### src/rtl/wfs_pkg.sv
package wfs_pkg;
  // strobes from control to datapath for the current cycle
  typedef struct packed {
    logic fire;     // request accepted by a cache hit
    logic setWait;  // fetched word is a branch
  } fetchStrobe_t;
endpackage

### src/rtl/wfs_ctrl.sv
module wfs_ctrl
  import wfs_pkg::*;
#(
  parameter int NUM_WARPS = 4,
  localparam int WARP_W = $clog2(NUM_WARPS)
) (
  input  logic                 clk,
  input  logic                 rstN,
  input  logic [NUM_WARPS-1:0] eligible,
  input  logic                 respHit,
  input  logic                 respBranch,
  output logic                 reqValid,
  output logic [WARP_W-1:0]    reqWarp,
  output fetchStrobe_t         strobe
);
  logic [WARP_W-1:0] ptrR;
  logic              holdActive;
  logic [WARP_W-1:0] holdWarp;
  logic              pickValid;
  logic [WARP_W-1:0] pickWarp;

  // first eligible warp at or after the rotation pointer
  always_comb begin
    pickValid = 1'b0;
    pickWarp  = '0;
    for (int i = 0; i < NUM_WARPS; i++) begin
      int cand;
      cand = int'(ptrR) + i;
      if (cand >= NUM_WARPS) cand = cand - NUM_WARPS;
      if (!pickValid && eligible[cand]) begin
        pickValid = 1'b1;
        pickWarp  = WARP_W'(cand);
      end
    end
  end

  assign reqValid       = holdActive | pickValid;
  assign reqWarp        = holdActive ? holdWarp : pickWarp;
  assign strobe.fire    = reqValid & respHit;
  assign strobe.setWait = reqValid & respHit & respBranch;

  always_ff @(posedge clk) begin
    if (!rstN) begin
      ptrR       <= '0;
      holdActive <= 1'b0;
      holdWarp   <= '0;
    end else if (strobe.fire) begin
      ptrR       <= (reqWarp == WARP_W'(NUM_WARPS - 1)) ? '0 : reqWarp + 1'b1;
      holdActive <= 1'b0;
    end else if (reqValid) begin
      holdActive <= 1'b1;
      holdWarp   <= reqWarp;
    end
  end

  // a missed request is repeated unchanged
  p_miss_holds_r6: assert property (@(posedge clk) disable iff (!rstN)
    (reqValid && !respHit) |=> (reqValid && reqWarp == $past(reqWarp)));
endmodule

### src/rtl/wfs_datapath.sv
module wfs_datapath
  import wfs_pkg::*;
#(
  parameter int NUM_WARPS   = 4,
  parameter int PC_W        = 8,
  parameter int INSTR_W     = 16,
  parameter int WARP_STRIDE = 32,
  localparam int WARP_W = $clog2(NUM_WARPS)
) (
  input  logic                 clk,
  input  logic                 rstN,
  input  fetchStrobe_t         strobe,
  input  logic [WARP_W-1:0]    reqWarp,
  output logic [PC_W-1:0]      reqAddr,
  input  logic [INSTR_W-1:0]   respData,
  input  logic                 resolveValid,
  input  logic [WARP_W-1:0]    resolveWarp,
  input  logic [PC_W-1:0]      resolveTarget,
  input  logic [NUM_WARPS-1:0] consume,
  output logic [NUM_WARPS-1:0] eligible,
  output logic                 bufWrValid,
  output logic [WARP_W-1:0]    bufWrWarp,
  output logic [PC_W-1:0]      bufWrPc,
  output logic [INSTR_W-1:0]   bufWrData
);
  logic [PC_W-1:0]      pcR [NUM_WARPS];
  logic [NUM_WARPS-1:0] waitR;
  logic [NUM_WARPS-1:0] busyR;

  assign eligible = ~waitR & ~busyR;
  assign reqAddr  = pcR[reqWarp];

  always_ff @(posedge clk) begin
    for (int w = 0; w < NUM_WARPS; w++) begin
      if (!rstN) begin
        pcR[w]   <= PC_W'(w * WARP_STRIDE);
        waitR[w] <= 1'b0;
        busyR[w] <= 1'b0;
      end else begin
        if (resolveValid && resolveWarp == WARP_W'(w)) begin
          pcR[w]   <= resolveTarget;
          waitR[w] <= 1'b0;
        end else if (strobe.fire && reqWarp == WARP_W'(w)) begin
          pcR[w] <= pcR[w] + 1'b1;
          if (strobe.setWait) waitR[w] <= 1'b1;
        end
        if (strobe.fire && reqWarp == WARP_W'(w)) busyR[w] <= 1'b1;
        else if (consume[w])                      busyR[w] <= 1'b0;
      end
    end
  end

  always_ff @(posedge clk) begin
    if (!rstN) begin
      bufWrValid <= 1'b0;
      bufWrWarp  <= '0;
      bufWrPc    <= '0;
      bufWrData  <= '0;
    end else begin
      bufWrValid <= strobe.fire;
      if (strobe.fire) begin
        bufWrWarp <= reqWarp;
        bufWrPc   <= reqAddr;
        bufWrData <= respData;
      end
    end
  end

  // a fetch never lands on a claimed slot
  p_slot_free_r3: assert property (@(posedge clk) disable iff (!rstN)
    strobe.fire |-> !busyR[reqWarp]);
  // a warp waiting on a branch is never fetched
  p_no_wait_fetch_r4: assert property (@(posedge clk) disable iff (!rstN)
    strobe.fire |-> !waitR[reqWarp]);
  // resolution clears the wait and loads the target
  p_resolve_r5: assert property (@(posedge clk) disable iff (!rstN)
    resolveValid |=> (!waitR[$past(resolveWarp)] && pcR[$past(resolveWarp)] == $past(resolveTarget)));
  // write follows the fetch by one cycle
  p_write_next_r7: assert property (@(posedge clk) disable iff (!rstN)
    strobe.fire |=> (bufWrValid && bufWrWarp == $past(reqWarp)));
  // PC advances by one after a fetch
  p_pc_step_r8: assert property (@(posedge clk) disable iff (!rstN)
    (strobe.fire && !(resolveValid && resolveWarp == reqWarp))
      |=> pcR[$past(reqWarp)] == PC_W'($past(reqAddr) + 1'b1));
endmodule

### src/rtl/warp_fetch_sched.sv
module warp_fetch_sched
  import wfs_pkg::*;
#(
  parameter int NUM_WARPS   = 4,
  parameter int PC_W        = 8,
  parameter int INSTR_W     = 16,
  parameter int WARP_STRIDE = 32,
  localparam int WARP_W = $clog2(NUM_WARPS)
) (
  input  logic                 clk,
  input  logic                 rstN,
  output logic                 icReqValid,
  output logic [WARP_W-1:0]    icReqWarp,
  output logic [PC_W-1:0]      icReqAddr,
  input  logic                 icRespHit,
  input  logic [INSTR_W-1:0]   icRespData,
  input  logic                 brResolveValid,
  input  logic [WARP_W-1:0]    brResolveWarp,
  input  logic [PC_W-1:0]      brResolveTarget,
  input  logic [NUM_WARPS-1:0] slotConsume,
  output logic                 bufWrValid,
  output logic [WARP_W-1:0]    bufWrWarp,
  output logic [PC_W-1:0]      bufWrPc,
  output logic [INSTR_W-1:0]   bufWrData
);
  fetchStrobe_t         strobe;
  logic [NUM_WARPS-1:0] eligible;

  wfs_ctrl #(.NUM_WARPS(NUM_WARPS)) uCtrl (
    .clk(clk), .rstN(rstN), .eligible(eligible),
    .respHit(icRespHit), .respBranch(icRespData[INSTR_W-1]),
    .reqValid(icReqValid), .reqWarp(icReqWarp), .strobe(strobe)
  );

  wfs_datapath #(
    .NUM_WARPS(NUM_WARPS), .PC_W(PC_W), .INSTR_W(INSTR_W), .WARP_STRIDE(WARP_STRIDE)
  ) uDp (
    .clk(clk), .rstN(rstN), .strobe(strobe), .reqWarp(icReqWarp), .reqAddr(icReqAddr),
    .respData(icRespData), .resolveValid(brResolveValid), .resolveWarp(brResolveWarp),
    .resolveTarget(brResolveTarget), .consume(slotConsume), .eligible(eligible),
    .bufWrValid(bufWrValid), .bufWrWarp(bufWrWarp), .bufWrPc(bufWrPc), .bufWrData(bufWrData)
  );
endmodule

### config.mk
export PLATFORM = sky130hd
export DESIGN_NAME = warp_fetch_sched
export DESIGN_NICKNAME = d
export VERILOG_FILES = /design/src/rtl/wfs_pkg.sv /design/src/rtl/wfs_ctrl.sv /design/src/rtl/wfs_datapath.sv /design/src/rtl/warp_fetch_sched.sv
export SDC_FILE = /design/constraint.sdc
export NUM_CORES = 1
export LEC_CHECK = 0
export BUFFER_PORTS_ARGS = -buffer_cell sky130_fd_sc_hd__buf_2
export CORE_ASPECT_RATIO = 1.25
export CORE_MARGIN = 2
export CORE_UTILIZATION = 60
export CTS_CLUSTER_SIZE = 40
export DETAILED_ROUTE_END_ITERATION = 10
export PLACE_DENSITY = 0.87
export RECOVER_POWER = 50
export REMOVE_ABC_BUFFERS = 1
export SLEW_MARGIN = 20
export SYNTH_ARGS = -nofsm -noshare
export SYNTH_HDL_FRONTEND = slang
export SYNTH_SLANG_ARGS = --single-unit
### constraint.sdc
create_clock -name clk -period 4.85 [get_ports clk]
set_input_delay 0.97 -clock clk [delete_from_list [all_inputs] [get_ports clk]]
set_output_delay 0.97 -clock clk [all_outputs]
set_load 0.02 [all_outputs]
Word level (Yosys, flattened, before mapping)
Memories as Yosys holds them, arrays and structs flattened.
Cells that the tools add are included.

cells by class
  add/subtract/negate cells = 12
  $mul = 0
  divide/modulo/power cells = 0
  order comparisons = 8
  equality and inequality tests = 6
  shift-type cells = 0
  muxes and demuxes = 71
  bitwise gates (word level) = 16
  reduce and logical (&&, ||, !) cells = 30

operators by type and width
  kind                                                                                  number
  32-bit by 4-bit less-than comparator with 1-bit output, second input constant         4
  32-bit two-way mux                                                                    4
  32-bit by 4-bit greater-or-equal comparator with 1-bit output, second input constant  3
  32-bit by 4-bit subtractor with 32-bit output, second input constant                  3
  8-bit two-way mux                                                                     8
  1-bit two-way mux                                                                     49
  8-bit by 1-bit adder with 8-bit output, second input constant                         4
  2-bit two-way mux                                                                     6
  1-bit logical AND                                                                     11
  2-bit AND reduction                                                                   5
  2-bit OR reduction                                                                    5
  1-bit OR                                                                              9
  1-bit binary-select mux with 2-bit select                                             4
  2-bit equality test, second input constant                                            4
  4-bit NOT                                                                             2
  2-bit nonzero test                                                                    4
  2-bit by 2-bit adder with 3-bit output, second input constant                         2
  4-bit AND                                                                             1
  2-bit by 1-bit equality test with 1-bit output, second input constant                 2
  2-bit logical NOT                                                                     2
  2-bit by 3-bit subtractor with 4-bit output, second input constant                    1
  2-bit by 1-bit adder with 3-bit output, second input constant                         1
  2-bit by 3-bit greater-or-equal comparator with 1-bit output, second input constant   1
  1-bit logical NOT                                                                     3
  3 further kinds                                                                       5

storage, ports and cells
  bits in registers = 40
  bits in latches = 0
  bits in writable memories = 32
  ROM bits = 0
  output and inout bits = 38
  logic and storage cells = 159
  memories = 1

memories
  memory   depth  width  read ports  clocked after Yosys merged registers in  wr ports  line                text
  uDp.pcR  4      8      5           0                                        4         wfs_datapath.sv:26  logic [PC_W-1:0] pcR [NUM_WARPS];

Longest topological paths before layout
Gate-level depths: netlist (run 1).

  depth in word-level cells = 23
  mapped depth = 11

Modules after synthesis
Synthesis (run 1) repeated with hierarchy kept, for this count alone.

second synthesis, totals
  cells, all modules = 364
  area total of the unflattened synthesis = 3702.3 um^2

by module, submodules not included
  module        instances  cells each  area an instance (um^2)
  wfs_datapath  1          315         3301.9
  wfs_ctrl      1          49          400.4

Least setup slack after synthesis (run 1)
OpenSTA, ideal clock, no wires.

  path type = flip-flop to output port
  start = reg uDp.waitR[0]
  end = out icReqAddr[0]
  arrival time = 1827 ps
  data required time = 3880 ps
  path slack = 2053 ps
  cell stages (with the launch flop) = 7
  path buffers = 0
  cells stage by stage = dfxtp_1 -> or2_1 -> a22oi_1 -> o221ai_2 -> a32oi_4 -> inv_6 -> mux2i_1

between the ends
  longest elaborated chain between the ends = 17
  elaborated cells on any way between the ends = 29
  classes of those cells = mux (20); bitwise (2); reduce/logical (6); memory (1)

RTL lines
  element                                               line                    text
  from (decl)                                           wfs_datapath.sv:27      logic [NUM_WARPS-1:0] waitR;
  from (signal, indexed assignment)                     wfs_datapath.sv:37      waitR[w] <= 1'b0;
  from (signal, indexed assignment)                     wfs_datapath.sv:42      waitR[w] <= 1'b0;
  from (signal, indexed assignment)                     wfs_datapath.sv:45      if (strobe.setWait) waitR[w] <= 1'b1;
  4-bit NOT (*)                                         wfs_datapath.sv:30      assign eligible = ~waitR & ~busyR;
  4-bit AND (*)                                         wfs_datapath.sv:30
  1-bit binary-select mux with 2-bit select             wfs_ctrl.sv:30          if (!pickValid && eligible[cand]) begin
  1-bit two-way mux (implied by the code) (2 in a row)  wfs_ctrl.sv:30
  1-bit two-way mux                                     wfs_ctrl.sv:30
  1-bit logical NOT                                     wfs_ctrl.sv:30
  1-bit logical AND                                     wfs_ctrl.sv:30
  1-bit two-way mux                                     wfs_ctrl.sv:30
  1-bit logical NOT                                     wfs_ctrl.sv:30
  1-bit logical AND                                     wfs_ctrl.sv:30
  1-bit two-way mux                                     wfs_ctrl.sv:30
  1-bit logical NOT                                     wfs_ctrl.sv:30
  1-bit logical AND                                     wfs_ctrl.sv:30
  2-bit two-way mux (*)                                 wfs_ctrl.sv:30
  2-bit two-way mux (*)                                 wfs_ctrl.sv:38          assign reqWarp = holdActive ? holdWarp : pickWarp;
  named net icReqWarp[1]                                warp_fetch_sched.sv:13  output logic [WARP_W-1:0] icReqWarp,
  memory read 4 x 8 bit (*)                             -
  to (decl)                                             warp_fetch_sched.sv:14  output logic [PC_W-1:0] icReqAddr,

Mark *: on every way through the listed nets, which the timed path passes. The rest lies on a longest branch. The select of a mux whose other input is x is not followed.

Worst setup path in the final report (run 1)
  start = reg uDp.busyR[1]
  end = out icReqAddr[4]

between the ends
  longest elaborated chain between the ends = 17
  elaborated cells on any way between the ends = 29
  classes of those cells = mux (20); bitwise (2); reduce/logical (6); memory (1)

RTL lines
  element                                               line                text
  from (decl)                                           wfs_datapath.sv:28  logic [NUM_WARPS-1:0] busyR;
  from (signal, indexed assignment)                     wfs_datapath.sv:38  busyR[w] <= 1'b0;
  from (signal, indexed assignment)                     wfs_datapath.sv:47  if (strobe.fire && reqWarp == WARP_W'(w)) busyR[w] <= 1'b1;
  from (signal, indexed assignment)                     wfs_datapath.sv:48  else if (consume[w]) busyR[w] <= 1'b0;
  4-bit NOT (*)                                         wfs_datapath.sv:30
  4-bit AND (*)                                         wfs_datapath.sv:30
  1-bit binary-select mux with 2-bit select             wfs_ctrl.sv:30
  1-bit two-way mux (implied by the code) (2 in a row)  wfs_ctrl.sv:30
  1-bit two-way mux                                     wfs_ctrl.sv:30
  1-bit logical NOT                                     wfs_ctrl.sv:30
  1-bit logical AND                                     wfs_ctrl.sv:30
  1-bit two-way mux                                     wfs_ctrl.sv:30
  1-bit logical NOT                                     wfs_ctrl.sv:30
  1-bit logical AND                                     wfs_ctrl.sv:30
  1-bit two-way mux                                     wfs_ctrl.sv:30
  1-bit logical NOT                                     wfs_ctrl.sv:30
  1-bit logical AND                                     wfs_ctrl.sv:30
  2-bit two-way mux (*)                                 wfs_ctrl.sv:30
  2-bit two-way mux (*)                                 wfs_ctrl.sv:38
  memory read 4 x 8 bit (*)                             -

Mark *: on every way between the ends. The rest lies on a longest branch, timed or not. The select of a mux whose other input is x is not followed.

==> summary.md, run 1 <==
| Metric | Value |
|---|---|
| Status | `finished, final reports clean` |
| Worst-path clk slew | `80 ps` |
| Die area | `6955 um^2` |
| Hold Path Sink | `uDp.bufWrData[0]` |
| Register area share after synthesis | `0.4661` |
| Initial core utilization | `0.6170` |
| Setup_tns | `0 ps` |
| Tightest Pin Transition | `1345 ps` |
| Core footprint | `6126 um^2` |
| Leakage power figure | `1.585 nW` |
| Placed cell areas | `4151 um^2` |
| Ys flop type | `dfxtp_1` |
| PwrDens | `378.2 nW/um^2` |
| Area grow syn2layout | `12.74%` |
| Reg2reg start | `uDp.busyR[1]` |
| Routed len/inst | `16.94 um` |
| Critical path endpoint category | `output pin` |
| Hold path start | `uDp.bufWrData[0]` |
| Worst skew pair latency | `350 ps` |
| Number of synthesized flops with an enable pin | `32` |
| Crit path arrival time | `2600 ps` |
| Area contributors post-synth | `edfxtp_1 (25%), dfxtp_1 (21%), nand2_1 (6.6%), mux2i_1 (6.4%), a21oi_1 (3.3%)` |
| YS warnings | `0` |
| Seq cells post-synth | `72` |
| Hold crit path type | `flip-flop to flip-flop` |
| Layout cell share with drive strength beyond 1 | `0.1505` |
| Fmax achieved | `280.2 MHz` |
| Post-synth top area cell | `edfxtp_1` |
| Hold-fix buffers at CTS | `0` |
| DR WL met2 | `4513 um` |
| Unrepaired setup endpoints after global routing | `no` |
| Synth unique cells | `50` |
| Via density | `5.904` |
| Total power | `0.001612 W` |
| Reg2reg setup slack | `1790 ps` |
| Die H | `92.74 um` |
| H-tree levels | `3` |
| # Post-CTS Setup Buffers | `0` |
| Final hold violation count | `0` |
| Max cap viols | `0` |
| Die Width | `74.99 um` |
| Critical path class | `flip-flop to output pin` |
| CTS Buf Count | `9` |
| Final min period | `3569 ps` |
| Routed Antenna Nets | `0` |
| Post-CTS sizing | `0` |
| Row count | `32` |
| Port bufs | `71` |
| CP Launch Type | `flip-flop` |
| Pre-antenna DRT Iters | `5` |
| Initial antenna violation count | `0` |
| CTS tree | `yes` |
| Worst-path maximum fanout | `18` |
| Vias in the first global route | `3124` |
| DR top layer | `met4` |
| I/O pin count | `72` |
| Synth Instances | `388` |
| Critical Path RT | `3880 ps` |
| Clock skew | `12.70 ps` |
| Peak supply drop | `291.8 uV` |
| Root buffer cell | `clkbuf_8` |
| Average cell area after synthesis | `9.742 um^2` |
| Post-synth top area share | `0.2542` |
| GPL Wtd Cong | `0.9444` |
| WL final | `9318 um` |
| Final Instance Area | `4262 um^2` |
| Cell area after synthesis | `3780 um^2` |
| WL met1 | `3711 um` |
| Inserted Diodes | `0` |
| Metal3 WL | `498 um` |
| Nets@finish | `502` |
| Worst r2r dst | `uDp.pcR[2][5]` |
| Total GRT Usage | `0.2816` |
| Global-route wire length before repair | `14860 um` |
| DRC Markers | `0` |
| Bufs on Longest Clock Path | `2` |
| Clock sink count | `72` |
| Crit share post-route | `0.7358` |
| Hold Path Depth | `2` |
| Gr ovfl total | `0` |
| Drt first-iter violations | `279` |
| Setup violators final | `0` |
| Reg2reg path depth | `9` |
| Worst setup path start | `uDp.busyR[1]` |
| Async SR Flop Fraction | `0` |
| Slew headroom | `0.1034` |
| Max Slew Vio Count | `0` |
| Dpl hpwl | `6854 um` |
| Via Count | `3247` |
| Largest net degree at the start of global routing | `33` |
where the power goes:
part | leakage (nW) | internal (W) | switching, W
Sequential | 0.657 | 0.000699 | 0.0000592
Combinational | 0.845 | 0.000149 | 0.000258
Clock | 0.0837 | 0.000216 | 0.000230
Total | 1.59 | 0.00106 | 0.000547
cells by family (layout without fill, tap and decap cells):
kind of cell / after synthesis / after routing / share of synthesized area
simple gates: 155 / 155 / 0.1989
compound gates: 83 / 83 / 0.1493
flops: 72 / 72 / 0.4661
xor+xnor: 24 / 24 / 0.05561
mux: 24 / 24 / 0.06356
buf+inv: 22 / 99 / 0.04005
fa+ha+maj: 8 / 8 / 0.02648
per-stage QoR:
stage | instances | util | worst slack (ps) | hold slack, ps
floorplan | 375 | - | 1492 | 463.2
global placement | 534 | 0.6777 | 1592 | 438.9
detailed placement | 534 | 0.6777 | 1494 | 445.0
CTS | 550 | 0.7077 | 1098 | 455.8
global route | 550 | 0.6957 | 1125 | 474.3
finish | 550 | 0.6957 | 1281 | 456.2
flip-flops by register name (all words and copies together), names as in the netlist:
signal / count
uDp.waitR: 4
uDp.bufWrData: 16
uCtrl.holdActive: 1
uDp.bufWrPc: 8
uCtrl.holdWarp: 2
uDp.bufWrWarp: 2
uCtrl.ptrR: 2
uDp.busyR: 4
uDp.pcR: 32
uDp.bufWrValid: 1
area by class of cell:
| class | count | area (um^2) |
|---|---|---|
| Multi-Input combinational cell | 294 | 1836 |
| Sequential cell | 72 | 1762 |
| Inverter | 9 | 38.79 |
| Timing Repair Buffer | 74 | 335.3 |
| Fill cell | 481 | 1864 |
| Clock inverter | 4 | 27.53 |
| Tap cell | 85 | 106.4 |
| Clock buffer | 12 | 156.4 |
cell usage after synthesis (all sizes together), types with 3 or more instances:
library cell	number
dfxtp	40
clkbuf	3
a22o	4
inv	9
nand2	70
edfxtp	32
xor2	11
a21oi	25
ha	8
o221ai	10
mux2i	24
a31oi	5
a22oi	7
xnor2	13
nor2	30
o21ai	16
nand3	26
nor3	6
a211oi	6
and3	6
or2	5
buf	9
nand2b	5
critical path, stage by stage, from the launching register on:
cell and delay [ps]:
dfxtp_1 320, or2_0 320, a21oi_1 160, o221ai_1 170, o211ai_4 670, mux2i_1 340
mux2i_1 100, buf_2 170
worst max-delay path by stage:
stage,end,slack (ps),cells past startpoint
6_report,icReqAddr[4],1280,7
5_1_grt,icReqAddr[4],1120,7
4_1_cts,icReqAddr[4],1100,7
3_5_place_dp,icReqAddr[4],1490,7
3_3_place_gp,icReqAddr[0],1590,7
2_1_floorplan,icReqAddr[0],1490,6
layout by cell type (no fill, tap or decap), types with 6 or more instances in the layout:
master,instances
buf_2,43
o21ai_1,16
a211oi_1,6
inv_1,7
o221ai_1,9
nor2_1,29
a21oi_1,25
edfxtp_1,32
mux2i_1,24
ha_1,8
clkbuf_8,9
and3_1,6
xnor2_1,13
xor2_1,11
nand2_1,68
a22oi_1,7
clkbuf_1,32
dfxtp_1,40
nand3_1,25
metal layers:
| layer | up-vias | global-route usage |
|---|---|---|
| met3 | 34 | 0.05223 |
| li1 | 1544 | - |
| met5 | - | 0 |
| met2 | 134 | 0.4613 |
| met1 | 1535 | 0.3390 |
| met4 | 0 | 0.1577 |
Note: power is estimated with default switching activity, not from simulation.
==> run 2, diff against run 1 <==
Settings changed: CORE_UTILIZATION 60 to 55, PLACE_DENSITY 0.87 to 0.81.
Clock period 4.85 ns to 3.73 ns, I/O delays scaled along.
==> run 2 against run 1 <==
Against the previous run: the flow now finishes with violations (capacitance limit, slew limit); routed wire length rose by 3.6%; worst hold slack about the same; setup slack worse by 640 ps; via count rose by 0.71%; sequential cell count unchanged; clock power rose by 50%; first-iteration DRC count is 12% lower; die area grew 8.6%; sequential share of layout area fell by 0.42 points; critical endpoint is now uDp.pcR[0][6]; largest power group unchanged; highest routed layer unchanged.
==> summary.md, run 2 (synthesis gave the netlist of run 1 again) <==
| Metric | Value |
|---|---|
| I/O pin count | `72 (unchanged)` |
| DRC Markers | `0 (unchanged)` |
| Critical path endpoint category | `flip-flop (was output pin)` |
| Fmax achieved | `324.1 MHz` |
| Unrepaired setup endpoints after global routing | `no (unchanged)` |
| Worst-path clk slew | `80 ps (about the same)` |
| CTS Buf Count | `9 (unchanged)` |
| Crit path arrival time | `3170 ps (was 2600 ps)` |
| Setup violators final | `0 (unchanged)` |
| Max cap viols | `1 (was 0)` |
| GPL Wtd Cong | `0.9413 (was 0.9444)` |
| Final hold violation count | `0 (unchanged)` |
| Setup_tns | `0 ps (unchanged)` |
| Dpl hpwl | `6968 um (was 6854 um)` |
| Commonest non-fill, non-tap cell in the layout | `nand2_1 (unchanged)` |
| Final min period | `3085 ps` |
| Pre-antenna DRT Iters | `5 (unchanged)` |
| Die area | `7556 um^2 (was 6955 um^2)` |
| Worst skew pair latency | `350 ps (about the same)` |
| Hold-fix buffers at CTS | `0 (unchanged)` |
| Total GRT Usage | `0.2590 (was 0.2816)` |
| Clock sink count | `72 (unchanged)` |
| CP Launch Type | `input pin (was flip-flop)` |
| Final WS setup | `644.8 ps (was 1281 ps)` |
| Tightest Pin Transition | `1588 ps (was 1345 ps)` |
| H-tree levels | `3 (unchanged)` |
| WL final | `9657 um (was 9318 um)` |
| Core footprint | `6606 um^2 (was 6126 um^2)` |
| Placed Cells | `537 (was 534)` |
| Failing checks | `capacitance limit, slew limit` |
| Routed Antenna Nets | `0 (unchanged)` |
| Clock skew | `12.50 ps (was 12.70 ps)` |
| Port bufs | `71 (unchanged)` |
| Most frequent cells in the layout | `nand2_1 (67), buf_2 (44), dfxtp_1 (40) (was nand2_1 (68), buf_2 (43), dfxtp_1 (40))` |
| Row count | `33 (was 32)` |
| Inserted Diodes | `0 (unchanged)` |
| Crit share post-route | `0.8271` |
| PwrDens | `508.9 nW/um^2 (was 378.2 nW/um^2)` |
| Finished Layout Cells | `553 (was 550)` |
| Worst-path maximum fanout | `36 (was 18)` |
| Initial core utilization | `0.5722 (was 0.6170)` |
| Top flop regs | `uDp.pcR: 32 flops, uDp.bufWrData: 16 flops, uDp.bufWrPc: 8 flops (unchanged)` |
| Peak supply drop | `326.7 uV (was 291.8 uV)` |
| Post-CTS sizing | `0 (unchanged)` |
| Vias in the first global route | `3266 (was 3124)` |
| CTS tree | `yes (unchanged)` |
| Global-route wire length before repair | `15330 um (was 14860 um)` |
| Drt first-iter violations | `246 (was 279)` |
| Status | `complete, but fails checks (was finished, final reports clean)` |
| # Post-CTS Setup Buffers | `0 (unchanged)` |
| Routed len/inst | `17.46 um (was 16.94 um)` |
| Die H | `96.69 um (was 92.74 um)` |
| Largest net degree at the start of global routing | `37 (was 33)` |
| Critical Path RT | `3810 ps (was 3880 ps)` |
| Initial antenna violation count | `0 (unchanged)` |
| Area grow syn2layout | `13.90% (was 12.74%)` |
| Slew headroom | `-0.05893 (was 0.1034)` |
| Via Count | `3270 (was 3247)` |
| Bufs on Longest Clock Path | `2 (unchanged)` |
| Leakage power figure | `1.634 nW (was 1.585 nW)` |
| Die Width | `78.15 um (was 74.99 um)` |
| Via density | `5.913 (was 5.904)` |
| Max Slew Vio Count | `37 (was 0)` |
| Largest register FFs | `32 (unchanged)` |
| Critical path class | `input pin to flip-flop (was flip-flop to output pin)` |
| Hold crit path type | `flip-flop to flip-flop (unchanged)` |
| Nets@finish | `503 (was 502)` |
| Pre-CTS setup slack | `1063 ps (was 1494 ps)` |
| Layout cell share with drive strength beyond 1 | `0.1652 (was 0.1505)` |
| Root buffer cell | `clkbuf_8 (unchanged)` |
| Gr ovfl total | `0 (unchanged)` |
| Biggest register | `uDp.pcR (unchanged)` |
run 2: changes by cell type in the layout (fill, tap and decap cells not counted), moves of 2 or more:
| cell | previous run | this run |
|---|---|---|
| clkbuf_1 | 32 | 28 |
| buf_4 | 1 | 3 |
| clkinvlp_4 | 3 | 0 |
| o21ai_1 | 16 | 14 |
| o21ai_0 | 0 | 2 |
run 2: area by class of cell:
class                   instances  area [um^2]
fillers                       585         2301
flip-flops and latches         72         1762
inverters                       9        38.79
multi-input cells             294         1827
clock inverters                 5        58.81
well taps                      87        108.9
clock buffers                  11        162.7
repair buffers                 75        347.8
run 2: path summary, 6_finish.rpt:
| kind | startpoint | slack, ps | cells after the start | endpoint |
|---|---|---|---|---|
| setup / recovery | rstN | 640 | 6 | uDp.pcR[0][6] |
| hold / removal | uDp.bufWrData[3] | 460 | 2 | uDp.bufWrData[3] |
| setup reg to reg | uDp.busyR[1] | 1080 | 9 | uDp.pcR[2][2] |
| hold reg to reg | uDp.bufWrData[3] | 460 | 2 | uDp.bufWrData[3] |
run 2: power by group:
| part | total [W] | internal (W) | switching (W) |
|---|---|---|---|
| Clock | 0.000671 | 0.000371 | 0.000300 |
| Combinational | 0.000534 | 0.000195 | 0.000338 |
| Sequential | 0.000987 | 0.000909 | 0.0000776 |
run 2: stage by stage:
stage	power [W]	util	cell area (um^2)	hold slack (ps)
global placement	0.001524	0.6299	4161	438.8
floorplan	0.001364	-	3667	463.2
global route	0.002282	0.6517	4305	483.9
CTS	0.002213	0.6634	4383	453.5
detailed placement	0.001543	0.6299	4161	443.0
finish	0.002191	0.6517	4305	456.1
run 2: layer usage:
| layer | vias up | part of all wire | track usage |
|---|---|---|---|
| met5 | - | 0 | 0 |
| met1 | 1540 | 0.38 | 0.2935 |
| li1 | 1547 | - | - |
| met3 | 26 | 0.062 | 0.04478 |
| met2 | 157 | 0.51 | 0.4496 |
| met4 | 0 | 0.048 | 0.1538 |
run 2: worst max-delay path, stage by stage:
cell	delay (ps)
buf_2	200
inv_1	130
clkbuf_1	1160
nor2_1	330
nand3_1	450
o21ai_1	140
==> run 3, diff against run 2 <==
Clock period 3.73 ns to 3 ns, I/O delays scaled along.
==> run 3 against run 2 <==
Against the previous run: register-to-register slack got worse by 710 ps; non-clock buffer count rose by 3; design area rose by 0.87%; highest routed layer unchanged; critical endpoint is now icReqAddr[5]; the flow still finishes with violations (capacitance limit, slew limit); critical path type is now flip-flop to output pin; core utilization grew 0.57 points; worst hold slack lost 0.92 ps; clock skew shrank 2.1 ps; via count is 0.83% higher; routed wire length fell by 0.27%; sequential share of layout area is 0.35 points lower.
==> summary.md, run 3 (synthesis gave the netlist of run 1 again) <==
| Metric | Value |
|---|---|
| Most Used Layer, Global Route | `met2 (unchanged)` |
| Initial antenna violation count | `0 (unchanged)` |
| Worst skew pair latency | `350 ps (about the same)` |
| Vias in the first global route | `3162 (was 3266)` |
| Most used cell, CP | `mux2i_1` |
| Final min period | `2898 ps` |
| Via density | `5.930 (was 5.913)` |
| Critical path endpoint category | `output pin (was flip-flop)` |
| Clock skew | `10.40 ps (was 12.50 ps)` |
| Reg2reg start | `uDp.waitR[0] (was uDp.busyR[1])` |
| Port bufs | `71 (unchanged)` |
| Final hold violation count | `0 (unchanged)` |
| Dpl hpwl | `6882 um (was 6968 um)` |
| Pre-antenna DRT Iters | `5 (unchanged)` |
| Reg2reg setup slack | `370 ps (was 1080 ps)` |
| Area grow syn2layout | `14.90% (was 13.90%)` |
| Clock sink count | `72 (unchanged)` |
| Worst Setup EP | `icReqAddr[5] (was uDp.pcR[0][6])` |
| Max Slew Vio Count | `36 (was 37)` |
| Setup violators final | `0 (unchanged)` |
| Hold Path Depth | `2 (unchanged)` |
| Fmax achieved | `345.1 MHz` |
| Status | `complete, but fails checks (unchanged)` |
| Commonest non-fill, non-tap cell in the layout | `nand2_1 (unchanged)` |
| CTS tree | `yes (unchanged)` |
| Worst-path clk slew | `80 ps (about the same)` |
| Nets@finish | `506 (was 503)` |
| Leakage power figure | `1.643 nW (was 1.634 nW)` |
| Crit-path cells | `or2_4 > a21oi_1 > o221ai_1 > o211ai_2 > buf_8 > mux2i_1 > mux2i_1 > buf_2 (was buf_2 > inv_1 > clkbuf_1 > nor2_1 > nand3_1 > o21ai_1)` |
| Largest net degree at the start of global routing | `36 (was 37)` |
| Total power | `0.002697 W (was 0.002191 W)` |
| Crit path arrival time | `2300 ps (was 3170 ps)` |
| Critical Path RT | `2400 ps (was 3810 ps)` |
| I/O pin count | `72 (unchanged)` |
| PwrDens | `621.1 nW/um^2 (was 508.9 nW/um^2)` |
| Global-route wire length before repair | `15300 um (was 15330 um)` |
| Max cap viols | `1 (unchanged)` |
| Routed len/inst | `17.32 um (was 17.46 um)` |
| Die area | `7556 um^2 (unchanged)` |
| Hold-fix buffers at CTS | `0 (unchanged)` |
| Worst setup path start | `uDp.busyR[1] (was rstN)` |
| GRT met2 Usage | `0.4542 (was 0.4496)` |
| Die Width | `78.15 um (unchanged)` |
| Layout cell share with drive strength beyond 1 | `0.1770 (was 0.1652)` |
| Placed Cells | `538 (was 537)` |
| Worst-path maximum fanout | `21 (was 36)` |
| Routed Antenna Nets | `0 (unchanged)` |
| GR met3 Demand/Resource | `0.05690 (was 0.04478)` |
| Worst r2r dst | `uDp.pcR[3][6] (was uDp.pcR[2][2])` |
| Initial core utilization | `0.5722 (unchanged)` |
| Most frequent cells in the layout | `nand2_1 (68), buf_2 (43), dfxtp_1 (40) (was nand2_1 (67), buf_2 (44), dfxtp_1 (40))` |
| Crit share post-route | `0.9659` |
| Crit path largest cell delay | `330 ps (was 1160 ps)` |
| Die H | `96.69 um (unchanged)` |
| Failing checks | `capacitance limit, slew limit (unchanged)` |
| Top flop regs | `uDp.pcR: 32 flops, uDp.bufWrData: 16 flops, uDp.bufWrPc: 8 flops (unchanged)` |
| Drt first-iter violations | `302 (was 246)` |
| CP max stage cell | `dfxtp_1 (was clkbuf_1)` |
| WL final | `9631 um (was 9657 um)` |
| Largest register FFs | `32 (unchanged)` |
| Unrepaired setup endpoints after global routing | `yes (was no)` |
| Inserted Diodes | `0 (unchanged)` |
| H-tree levels | `3 (unchanged)` |
| Setup_tns | `0 ps (unchanged)` |
| Reg2reg path depth | `9 (unchanged)` |
| Via Count | `3297 (was 3270)` |
| Met1 usage in global routing | `0.3069 (was 0.2935)` |
| Peak supply drop | `344.7 uV (was 326.7 uV)` |
| Total GRT Usage | `0.2608 (was 0.2590)` |
| CP Launch Type | `flip-flop (was input pin)` |
| Slew headroom | `-0.1442 (was -0.05893)` |
| Biggest register | `uDp.pcR (unchanged)` |
| Bufs on Longest Clock Path | `2 (unchanged)` |
| Placed cell areas | `4169 um^2 (was 4161 um^2)` |
| Finished Layout Cells | `556 (was 553)` |
| Row count | `33 (unchanged)` |
| Gr ovfl total | `0 (unchanged)` |
| Post-layout util | `0.6574 (was 0.6517)` |
| Tightest Pin Transition | `1716 ps (was 1588 ps)` |
| Final Instance Area | `4343 um^2 (was 4305 um^2)` |
| CTS Buf Count | `9 (unchanged)` |
| Critical path class | `flip-flop to output pin (was input pin to flip-flop)` |
| Root buffer cell | `clkbuf_8 (unchanged)` |
| DRC Markers | `0 (unchanged)` |
| Core footprint | `6606 um^2 (unchanged)` |
| GPL Wtd Cong | `0.8930 (was 0.9413)` |
| Hold crit path type | `flip-flop to flip-flop (unchanged)` |
==> run 3: changes by cell type in the layout (fill, tap and decap cells not counted), moves of 2 or more <==
cell | before | now
clkbuf_1 | 28 | 30
mux2i_1 | 24 | 22
mux2i_2 | 0 | 2
nand3_1 | 26 | 24
nand3_2 | 0 | 2
o21ai_0 | 2 | 0
o21ai_1 | 14 | 16
==> run 3: per-stage QoR <==
stage	setup WS, ps	hold slack (ps)
finish	102.2	455.2
global route	0.06639	456.2
CTS	15.36	448.7
detailed placement	414.6	443.4
global placement	468.8	439.4
floorplan	11.57	463.2
==> run 3: worst min path at each step <==
stage	slack, ps	startpoint	to
3_5_place_dp	440	uDp.bufWrData[10]	uDp.bufWrData[10]
5_1_grt	460	icRespHit	uCtrl.holdActive
4_1_cts	450	icRespHit	uCtrl.holdActive
2_1_floorplan	460	uDp.busyR[1]	uDp.busyR[1]
3_3_place_gp	440	uDp.bufWrData[10]	uDp.bufWrData[10]
6_report	460	uDp.bufWrData[10]	uDp.bufWrData[10]
==> run 3: power breakdown <==
group | switching [W] | total, W | internal, W
clock network | 0.000387 | 0.000777 | 0.000390
registers | 0.0000962 | 0.00123 | 0.00113
logic | 0.000433 | 0.000694 | 0.000261
==> run 3: layout make-up <==
type,instances,area [um^2]
clock buffer,10,127.6
clock inverter,6,65.06
fill,558,2263
inverter,9,38.79
multi-input combinational,294,1864
sequential,72,1762
tap,87,108.9
timing repair buffer,78,376.6
==> run 3: worst max-delay path, delay by kind of cell (launching register included) <==
| kind | cells | cell delay [ps] |
|---|---|---|
| flip-flops | 1 | 330 |
| buffers and inverters | 2 | 410 |
| AND/OR/NAND/NOR | 1 | 270 |
| AO/OA/AOI/OAI | 3 | 490 |
| multiplexers | 2 | 440 |
==> run 3: what timing repair did <==
action | CTS | global route
resized for setup | 0 | 4
endpoints found under the setup margin | 0 | 8
buffers inserted | 0 | 2
==> run 3: per-layer routing <==
layer  part of all wire  up-vias  wire [um]
met4              0.033        0        317
met2               0.51      148       4926
met3              0.059       31        571
li1                   -     1548          -
met5                  0        -          0
met1               0.40     1570       3815
